File: config.mk
export PLATFORM = sky130hd
export DESIGN_NAME = irq_cascade_hub
export DESIGN_NICKNAME = d
export VERILOG_FILES = /design/src/rtl/icq_pkg.sv /design/src/rtl/icq_sync.sv /design/src/rtl/icq_decode.sv /design/src/rtl/icq_setclr_reg.sv /design/src/rtl/icq_pending.sv /design/src/rtl/irq_cascade_hub.sv
export SDC_FILE = /design/constraint.sdc
export NUM_CORES = 1
export LEC_CHECK = 0
export BUFFER_PORTS_ARGS = -buffer_cell sky130_fd_sc_hd__buf_4
export CAP_MARGIN = 20
export CORE_ASPECT_RATIO = 0.5
export CORE_MARGIN = 3
export CORE_UTILIZATION = 50
export DETAILED_ROUTE_END_ITERATION = 7
export PLACE_DENSITY = 0.72
export SYNTH_ARGS = -nofsm -noshare
export SYNTH_HDL_FRONTEND = slang
export SYNTH_SLANG_ARGS = --single-unit
File: constraint.sdc
create_clock -name clk -period 1.36 [get_ports clk]
set_input_delay 0.068 -clock clk [delete_from_list [all_inputs] [get_ports clk]]
set_output_delay 0.068 -clock clk [all_outputs]
set_load 0.03 [all_outputs]
File: src/rtl/icq_pkg.sv
package icq_pkg;

   // register indices (byte address = index * 4)
   localparam int unsigned IDX_STATUS  = 0;
   localparam int unsigned IDX_EN_SET  = 1;
   localparam int unsigned IDX_EN_CLR  = 2;
   localparam int unsigned IDX_MSK_SET = 3;
   localparam int unsigned IDX_MSK_CLR = 4;
   localparam int unsigned IDX_COUNT   = 5;

   typedef struct packed {
      logic st_ack;
      logic en_set;
      logic en_clr;
      logic mk_set;
      logic mk_clr;
   } icq_strobe_t;

   typedef enum logic [1:0] {
      RD_ZERO   = 2'd0,
      RD_STATUS = 2'd1,
      RD_ENABLE = 2'd2,
      RD_MASK   = 2'd3
   } icq_rdsel_e;

endpackage

File: src/rtl/icq_sync.sv
module icq_sync #(
   parameter int unsigned W      = 16,
   parameter int unsigned STAGES = 2
) (
   input  logic         clk,
   input  logic         rst,
   input  logic [W-1:0] async_in,
   output logic [W-1:0] sync_out
);

   initial begin : p_chk
      assert (STAGES >= 1) else $fatal(1, "icq_sync: STAGES must be at least 1");
   end

   logic [STAGES-1:0][W-1:0] chain_q;

   genvar s;
   generate
      for (s = 0; s < STAGES; s++) begin : g_stage
         if (s == 0) begin : g_first
            always_ff @(posedge clk) begin
               if (rst) chain_q[0] <= '0;
               else     chain_q[0] <= async_in;
            end
         end else begin : g_next
            always_ff @(posedge clk) begin
               if (rst) chain_q[s] <= '0;
               else     chain_q[s] <= chain_q[s-1];
            end
         end
      end
   endgenerate

   assign sync_out = chain_q[STAGES-1];

endmodule

File: src/rtl/icq_decode.sv
module icq_decode
   import icq_pkg::*;
#(
   parameter int unsigned ADDR_W = 5,
   parameter int unsigned DATA_W = 16,
   parameter int unsigned NSRC   = 16
) (
   input  logic [ADDR_W-1:0] bus_addr,
   input  logic              bus_wr,
   input  logic [NSRC-1:0]   en_vec,
   input  logic [NSRC-1:0]   mask_vec,
   input  logic [NSRC-1:0]   stat_vec,
   output icq_strobe_t       strobe,
   output logic [DATA_W-1:0] rdata
);

   localparam int unsigned IDX_W = ADDR_W - 2;

   initial begin : p_chk
      assert (ADDR_W >= 2 && (1 << IDX_W) >= IDX_COUNT)
         else $fatal(1, "icq_decode: ADDR_W too small for register map");
      assert (NSRC <= DATA_W)
         else $fatal(1, "icq_decode: NSRC exceeds DATA_W");
   end

   logic [IDX_W-1:0] idx;
   logic [1:0]       unused_lo;
   icq_rdsel_e       rsel;
   logic [NSRC-1:0]  rvec;

   assign idx       = bus_addr[ADDR_W-1:2];
   assign unused_lo = bus_addr[1:0];

   always_comb begin
      strobe        = '0;
      strobe.st_ack = bus_wr && (idx == IDX_W'(IDX_STATUS));
      strobe.en_set = bus_wr && (idx == IDX_W'(IDX_EN_SET));
      strobe.en_clr = bus_wr && (idx == IDX_W'(IDX_EN_CLR));
      strobe.mk_set = bus_wr && (idx == IDX_W'(IDX_MSK_SET));
      strobe.mk_clr = bus_wr && (idx == IDX_W'(IDX_MSK_CLR));
   end

   always_comb begin
      if (idx == IDX_W'(IDX_STATUS))
         rsel = RD_STATUS;
      else if (idx == IDX_W'(IDX_EN_SET) || idx == IDX_W'(IDX_EN_CLR))
         rsel = RD_ENABLE;
      else if (idx == IDX_W'(IDX_MSK_SET) || idx == IDX_W'(IDX_MSK_CLR))
         rsel = RD_MASK;
      else
         rsel = RD_ZERO;
   end

   always_comb begin
      unique case (rsel)
         RD_STATUS: rvec = stat_vec;
         RD_ENABLE: rvec = en_vec;
         RD_MASK:   rvec = mask_vec;
         default:   rvec = '0;
      endcase
   end

   generate
      if (NSRC == DATA_W) begin : g_full
         assign rdata = rvec;
      end else begin : g_pad
         assign rdata = {{(DATA_W-NSRC){1'b0}}, rvec};
      end
   endgenerate

endmodule

File: src/rtl/icq_setclr_reg.sv
module icq_setclr_reg #(
   parameter int unsigned W = 16
) (
   input  logic         clk,
   input  logic         rst,
   input  logic         set_stb,
   input  logic         clr_stb,
   input  logic [W-1:0] bits,
   output logic [W-1:0] vec_q
);

   logic [W-1:0] set_m, clr_m;

   assign set_m = set_stb ? bits : '0;
   assign clr_m = clr_stb ? bits : '0;

   always_ff @(posedge clk) begin
      if (rst) vec_q <= '0;
      else     vec_q <= (vec_q & ~clr_m) | set_m;
   end

endmodule

File: src/rtl/icq_pending.sv
module icq_pending #(
   parameter int unsigned W = 16
) (
   input  logic         clk,
   input  logic         rst,
   input  logic [W-1:0] src_sync,
   input  logic [W-1:0] en_vec,
   input  logic         ack_stb,
   input  logic [W-1:0] ack_bits,
   output logic [W-1:0] stat_q
);

   genvar i;
   generate
      for (i = 0; i < W; i++) begin : g_bit
         logic set_ev, clr_ev;
         assign set_ev = src_sync[i] & en_vec[i];
         assign clr_ev = ack_stb & ack_bits[i];
         always_ff @(posedge clk) begin
            if (rst)         stat_q[i] <= 1'b0;
            else if (set_ev) stat_q[i] <= 1'b1;   // set beats acknowledge
            else if (clr_ev) stat_q[i] <= 1'b0;
         end
      end
   endgenerate

endmodule

File: src/rtl/irq_cascade_hub.sv
module irq_cascade_hub
   import icq_pkg::*;
#(
   parameter int unsigned NSRC        = 16,
   parameter int unsigned DATA_W      = 16,
   parameter int unsigned ADDR_W      = 5,
   parameter int unsigned SYNC_STAGES = 2
) (
   input  logic              clk,
   input  logic              rst,
   input  logic [NSRC-1:0]   src_irq,
   input  logic [ADDR_W-1:0] bus_addr,
   input  logic              bus_wr,
   input  logic [DATA_W-1:0] bus_wdata,
   output logic [DATA_W-1:0] bus_rdata,
   output logic              irq_out
);

   initial begin : p_chk
      assert (NSRC >= 1 && NSRC <= DATA_W)
         else $fatal(1, "irq_cascade_hub: NSRC must be 1..DATA_W");
   end

   icq_strobe_t     strobe;
   logic [NSRC-1:0] wbits;
   logic [NSRC-1:0] src_s;
   logic [NSRC-1:0] en_q;
   logic [NSRC-1:0] mask_q;
   logic [NSRC-1:0] stat_q;
   logic [NSRC-1:0] live;

   generate
      if (NSRC == DATA_W) begin : g_wfull
         assign wbits = bus_wdata;
      end else begin : g_wpart
         logic [DATA_W-NSRC-1:0] unused_hi;
         assign unused_hi = bus_wdata[DATA_W-1:NSRC];
         assign wbits     = bus_wdata[NSRC-1:0];
      end
   endgenerate

   icq_sync #(.W(NSRC), .STAGES(SYNC_STAGES)) u_sync (
      .clk      (clk),
      .rst      (rst),
      .async_in (src_irq),
      .sync_out (src_s)
   );

   icq_decode #(.ADDR_W(ADDR_W), .DATA_W(DATA_W), .NSRC(NSRC)) u_dec (
      .bus_addr (bus_addr),
      .bus_wr   (bus_wr),
      .en_vec   (en_q),
      .mask_vec (mask_q),
      .stat_vec (stat_q),
      .strobe   (strobe),
      .rdata    (bus_rdata)
   );

   icq_setclr_reg #(.W(NSRC)) u_en (
      .clk     (clk),
      .rst     (rst),
      .set_stb (strobe.en_set),
      .clr_stb (strobe.en_clr),
      .bits    (wbits),
      .vec_q   (en_q)
   );

   icq_setclr_reg #(.W(NSRC)) u_mask (
      .clk     (clk),
      .rst     (rst),
      .set_stb (strobe.mk_set),
      .clr_stb (strobe.mk_clr),
      .bits    (wbits),
      .vec_q   (mask_q)
   );

   icq_pending #(.W(NSRC)) u_pend (
      .clk      (clk),
      .rst      (rst),
      .src_sync (src_s),
      .en_vec   (en_q),
      .ack_stb  (strobe.st_ack),
      .ack_bits (wbits),
      .stat_q   (stat_q)
   );

   assign live = stat_q & mask_q & en_q;

   always_ff @(posedge clk) begin
      if (rst) irq_out <= 1'b0;
      else     irq_out <= |live;
   end

endmodule

* Word level (Yosys, flattened, before mapping) *
Cells that the tools add are included.

word-level totals
  memory bits (writable) = 0
  ROM bits = 0
  latch bits = 0
  logic and storage cells = 133
  register bits = 81
  output and inout port bits = 17
  memories kept = 0
  input bits = 40

cells by class
  bitwise logic cells = 40
  $add $sub $neg = 0
  multiplexer cells = 40
  reduce and logical (&&, ||, !) cells = 25
  divide/modulo/power cells = 0
  equal/unequal tests = 7
  shifts and indexed selects = 0
  multipliers = 0
  $lt $le $gt $ge = 0

operators with widths
  operator            count
  $and 16x16->16      4
  $mux 16             4
  $pmux 16 s3         1
  $and 1x1->1         32
  $mux 1              32
  $not 16->16         2
  $or 16x16->16       2
  $reduce_bool 2->1   16
  $reduce_or 16->1    1
  $eq 3x2->1 const B  2
  $mux 2              3
  $logic_and 1x1->1   5
  $eq 2x2->1 const B  2
  $eq 3x1->1 const B  1
  $eq 3x3->1 const B  1
  $logic_not 3->1     1
  $eq 2x1->1 const B  1
  $logic_or 1x1->1    2

* Depth between registers and ports, before layout *
  word-level depth = 7
  mapped depth = 6
  depth with buffers taken out = 3

* Modules after synthesis *
A second synthesis with hierarchy kept.

second synthesis, totals
  cells, all modules = 394
  area, all modules = 4031.4 µm²

modules (own cells, without submodules)
  module           cells an instance  seq. area each (µm²)  area each (µm²)  times used
  icq_setclr_reg   70                 320.3                 704.4            2
  icq_sync         83                 640.6                 983.4            1
  icq_decode       81                 0.0                   800.8            1
  icq_pending      68                 320.3                 696.9            1
  irq_cascade_hub  22                 20.0                  141.4            1

* Worst setup path before layout *
No wires, ideal clock.

  path kind = input port to output port
  from = input bus_addr[2]
  to = output bus_rdata[11]
  path slack = -159 ps
  cell stages on the path = 4
  data arrival time = 1451 ps
  data required time = 1292 ps
  cells stage by stage = buf_4 -> buf_2 -> mux2_2 -> o21ai_0

between the ends
  cells in the longest elaborated chain, start to end = 7

RTL lines
  item                                             RTL line               text
  start: declaration                               irq_cascade_hub.sv:12  input logic [ADDR_W-1:0] bus_addr,
  $eq 3x2->1 / $eq 3x3->1 (equally long branches)  icq_decode.sv:48       else if (idx == IDX_W'(IDX_MSK_SET) || idx == IDX_W'(IDX_MSK_CLR))
  $logic_or 1x1->1                                 icq_decode.sv:48
  $mux 2                                           icq_decode.sv:48
  $mux 2                                           icq_decode.sv:46       else if (idx == IDX_W'(IDX_EN_SET) || idx == IDX_W'(IDX_EN_CLR))
  $mux 2 *                                         icq_decode.sv:44       if (idx == IDX_W'(IDX_STATUS))
  $eq 2x2->1 / $eq 2x1->1 (equally long branches)  icq_decode.sv:55       unique case (rsel)
  $pmux 16 s3 *                                    icq_decode.sv:55
  end: declaration                                 irq_cascade_hub.sv:15  output logic [DATA_W-1:0] bus_rdata,

Every way passes the cells marked *; elsewhere a longest branch is shown, timed or not.

* Final worst setup path *
  from = register u_en.vec_q[6]
  to = output bus_rdata[6]

between the ends
  cells in the longest elaborated chain, start to end = 1

RTL lines
  item                      RTL line              text
  start: declaration        icq_setclr_reg.sv:9   output logic [W-1:0] vec_q
  start signal: assignment  icq_setclr_reg.sv:19  else vec_q <= (vec_q & ~clr_m) | set_m;
  $pmux 16 s3               icq_decode.sv:55

No other way between the ends.

==> impl_metrics.csv <==
group,metric,value,unit
final_layout,finish.net_count,559,
global_route,grt_pass1_vias,3311,
final_layout,layout_common_cells,"78 x buf_4, 64 x nand2_1, 48 x a21oi_1",
outcome,status,"complete, but fails checks",
sta,hold_violations,0,
floorplan,io_pins,57,
synthesis,ys_types,23,
synthesis,synthArstFlopShare,0,%
worst_setup_path,crit_start,"u_en.vec_q[6]",
floorplan,die_h,65.53,um
synthesis,avgSynthCellArea,8.728,um2
routing,drt_wl_total,10100,um
worst_setup_path,cp_max_fo,4,
global_route,overflow,0,
floorplan,core_area,0.006456,mm2
sta,skew,0.004954,ns
worst_setup_path,timing.rr.start,"u_en.vec_q[11]",
global_route,grt_max_degree,36,
floorplan,dieWidth,125.1,um
global_route,grt_pass1_wl,15990,um
worst_setup_path,crit_path_end,"bus_rdata[6]",
synthesis,ys_warn_count,0,
final_layout,utilization,79.67,%
clock_tree,cts_tree,"yes",
power_and_ir_drop,power.density,1127,mW/mm2
clock_tree,clockBufferDepth,2,
worst_setup_path,reg2reg_depth,5,
placed_design,dpl.hpwl,5747,um
synthesis,synth_fp_nets,446,
synthesis,synth-simple-area-share,17.41,%
worst_setup_path,ff2ff_setup_slack,0.07,ns
final_layout,layout-drive-gt1-share,37.98,%
floorplan,die_area,0.008194,mm2
final_layout,area_growth,45.16,%
synthesis,synth_ff_type,"dfxtp_1",
routing,ant_nets,0,
routing,vias,3394,
routing,wl_per_cell,16.50,um
synthesis,yosys_register_bits,81,
routing,dr.pass1.iters,6,
sta,setup_viol,16,
synthesis,seq_area_frac_synth,45.76,%
power_and_ir_drop,ir_drop,0.8739,mV
placed_design,place_ws,0.01301,ns
worst_setup_path,regToRegEndpoint,"irq_out",
clock_tree,root_buffer,"clkbuf_16",
sta,rsz0062_at_grt,"yes",
clock_tree,htree_levels,3,
synthesis,synth_edf_count,0,
clock_tree,clock-sinks,81,
routing,drc,0,
placed_design,dp.cells,536,
worst_setup_path,end_kind,"output pin",
routing,drt_iter0_markers,214,
hold_path,hold_class,"input pin to register",
sta,maxSlewViolCount,0,
floorplan,rows,20,
sta,finalCritPeriodShare,106.2,%
job,cap_violations,0,
final_layout,antenna_cells,0,
sta,fin_crit,1.444,ns
worst_setup_path,crit_type,"register to output pin",
final_layout,final_common_cell,"buf_4",
synthesis,synth_adder_area_share,0,%
worst_setup_path,worstPathRequired,1.29,ns
synthesis,synthXorXnorAreaFrac,0,%
sta,worst_slack,-0.08388,ns
placed_design,globalplace.congestion,0.8285,
sta,fin_hold_ws,0.1268,ns
clock_tree,clkLatencyLatePin,0.34,ns
worst_setup_path,critical_path_arrival,1.38,ns
outcome,violations,"negative setup slack",
synthesis,syn_inst,406,
floorplan,initial_core_util,54.88,%
power_and_ir_drop,leakage,2.096,nW
sta,max_clock_freq,692.6,MHz
final_layout,instances_no_fill,612,
synthesis,synth_top_family_by_area,"simple AND/OR/NAND/NOR gates",
global_route,antenna_found_initial,0,
worst_setup_path,startpoint_type,"register",
routing,routed_via_density,5.546,
synthesis,muxShareOfSynthArea,14.12,%
synthesis,synth_area,0.003543,mm2
sta,slew_headroom,75.66,%
placed_design,portBuffers,54,
clock_tree,numCtsBuffers,9,
sta,worst_pin_slew,0.3651,ns
global_route,track_usage,24.89,%
clock_tree,clkSlewWorstSetupHoldPaths,0.06,ns
synthesis,synth_compound_area_share,17.20,%
## cell usage after synthesis, types with 2 or more instances
cell,n,area (um2)
o21ai_2,10,87.58
o21ai_0,50,250.2
nand2_1,64,240.2
mux2_2,16,180.2
buf_2,4,20.02
buf_4,4,30.03
dfxtp_1,81,1622
inv_1,17,63.81
nand3_1,16,80.08
nand4bb_1,2,22.52
nor2b_1,32,200.2
o21ai_1,4,20.02
a21oi_1,48,240.2
clkbuf_2,2,10.01
buf_6,2,22.52
mux2i_1,32,320.3
clkbuf_1,13,48.80
nand4_1,4,25.02
## flip-flops by register name, summed over array words and instances (netlist names)
register	flops
u_mask.vec_q	16
u_pend.stat_q	16
u_en.vec_q	16
irq_out	1
u_sync.sync_out	16
u_sync.chain_q	16
## critical path, cell delays in order, from the launching register on
cell and delay, ns:
dfxtp_4 0.36, mux2i_1 0.08, mux2_2 0.28, o21ai_2 0.16, buf_6 0.16
## per-layer routing
| layer | track usage [%] | vias to the layer above | routed length [um] |
|---|---|---|---|
| met5 | 0 | - | 0 |
| met4 | 10.81 | 0 | 197 |
| met3 | 6.818 | 24 | 690 |
| met2 | 43.85 | 131 | 4957 |
| met1 | 28.96 | 1614 | 4252 |
| li1 | - | 1625 | - |
## through the flow
| stage | setup TNS (ns) | cell area, um2 | power, W |
|---|---|---|---|
| finish | -0.6403 | 5144 | 0.005799 |
| global placement | 0 | 4088 | 0.002927 |
| detailed placement | 0 | 4088 | 0.002949 |
| CTS | -0.8233 | 5057 | 0.005810 |
| floorplan | 0 | 3543 | 0.002756 |
| global route | -1.565 | 5144 | 0.005996 |
## logic make-up after synthesis
group,Yosys count
compound gates,113
buf+inv,42
flops,81
mux,48
simple gates,122
## where the power goes
| group | switching, W | internal [W] | total [W] |
|---|---|---|---|
| logic | 0.000266 | 0.000286 | 0.000553 |
| clock network | 0.000989 | 0.00179 | 0.00278 |
| registers | 0.0000303 | 0.00244 | 0.00247 |
## how the worst min path moves through the flow
stage / endpoint / cells past startpoint / startpoint / slack [ns]
3_3_place_gp: u_sync.chain_q[1] / 2 / src_irq[1] / 0.28
3_5_place_dp: u_sync.chain_q[8] / 2 / src_irq[8] / 0.29
2_1_floorplan: u_sync.chain_q[0] / 1 / src_irq[0] / 0.20
4_1_cts: u_sync.sync_out[12] / 2 / rst / 0.11
5_1_grt: u_sync.sync_out[14] / 2 / rst / 0.13
6_report: u_sync.sync_out[12] / 2 / rst / 0.13
## layout make-up
type                       instances  area [um2]
clock buffer                       9       225.2
clock inverter                     7       118.9
fill                             397        1313
inverter                          17       63.81
multi-input combinational        283        1790
sequential                        81        1694
tap                               88       110.1
timing repair buffer             127        1141
## what timing repair did
item	4_1_cts	5_1_grt
setup endpoints to repair	16	16
hold endpoints to repair	43	0
hold buffers	32	0
resized for setup	66	16
pin swaps	5	6
gates cloned	0	0
setup buffers	23	5
Power figures use the tool's default switching activity.
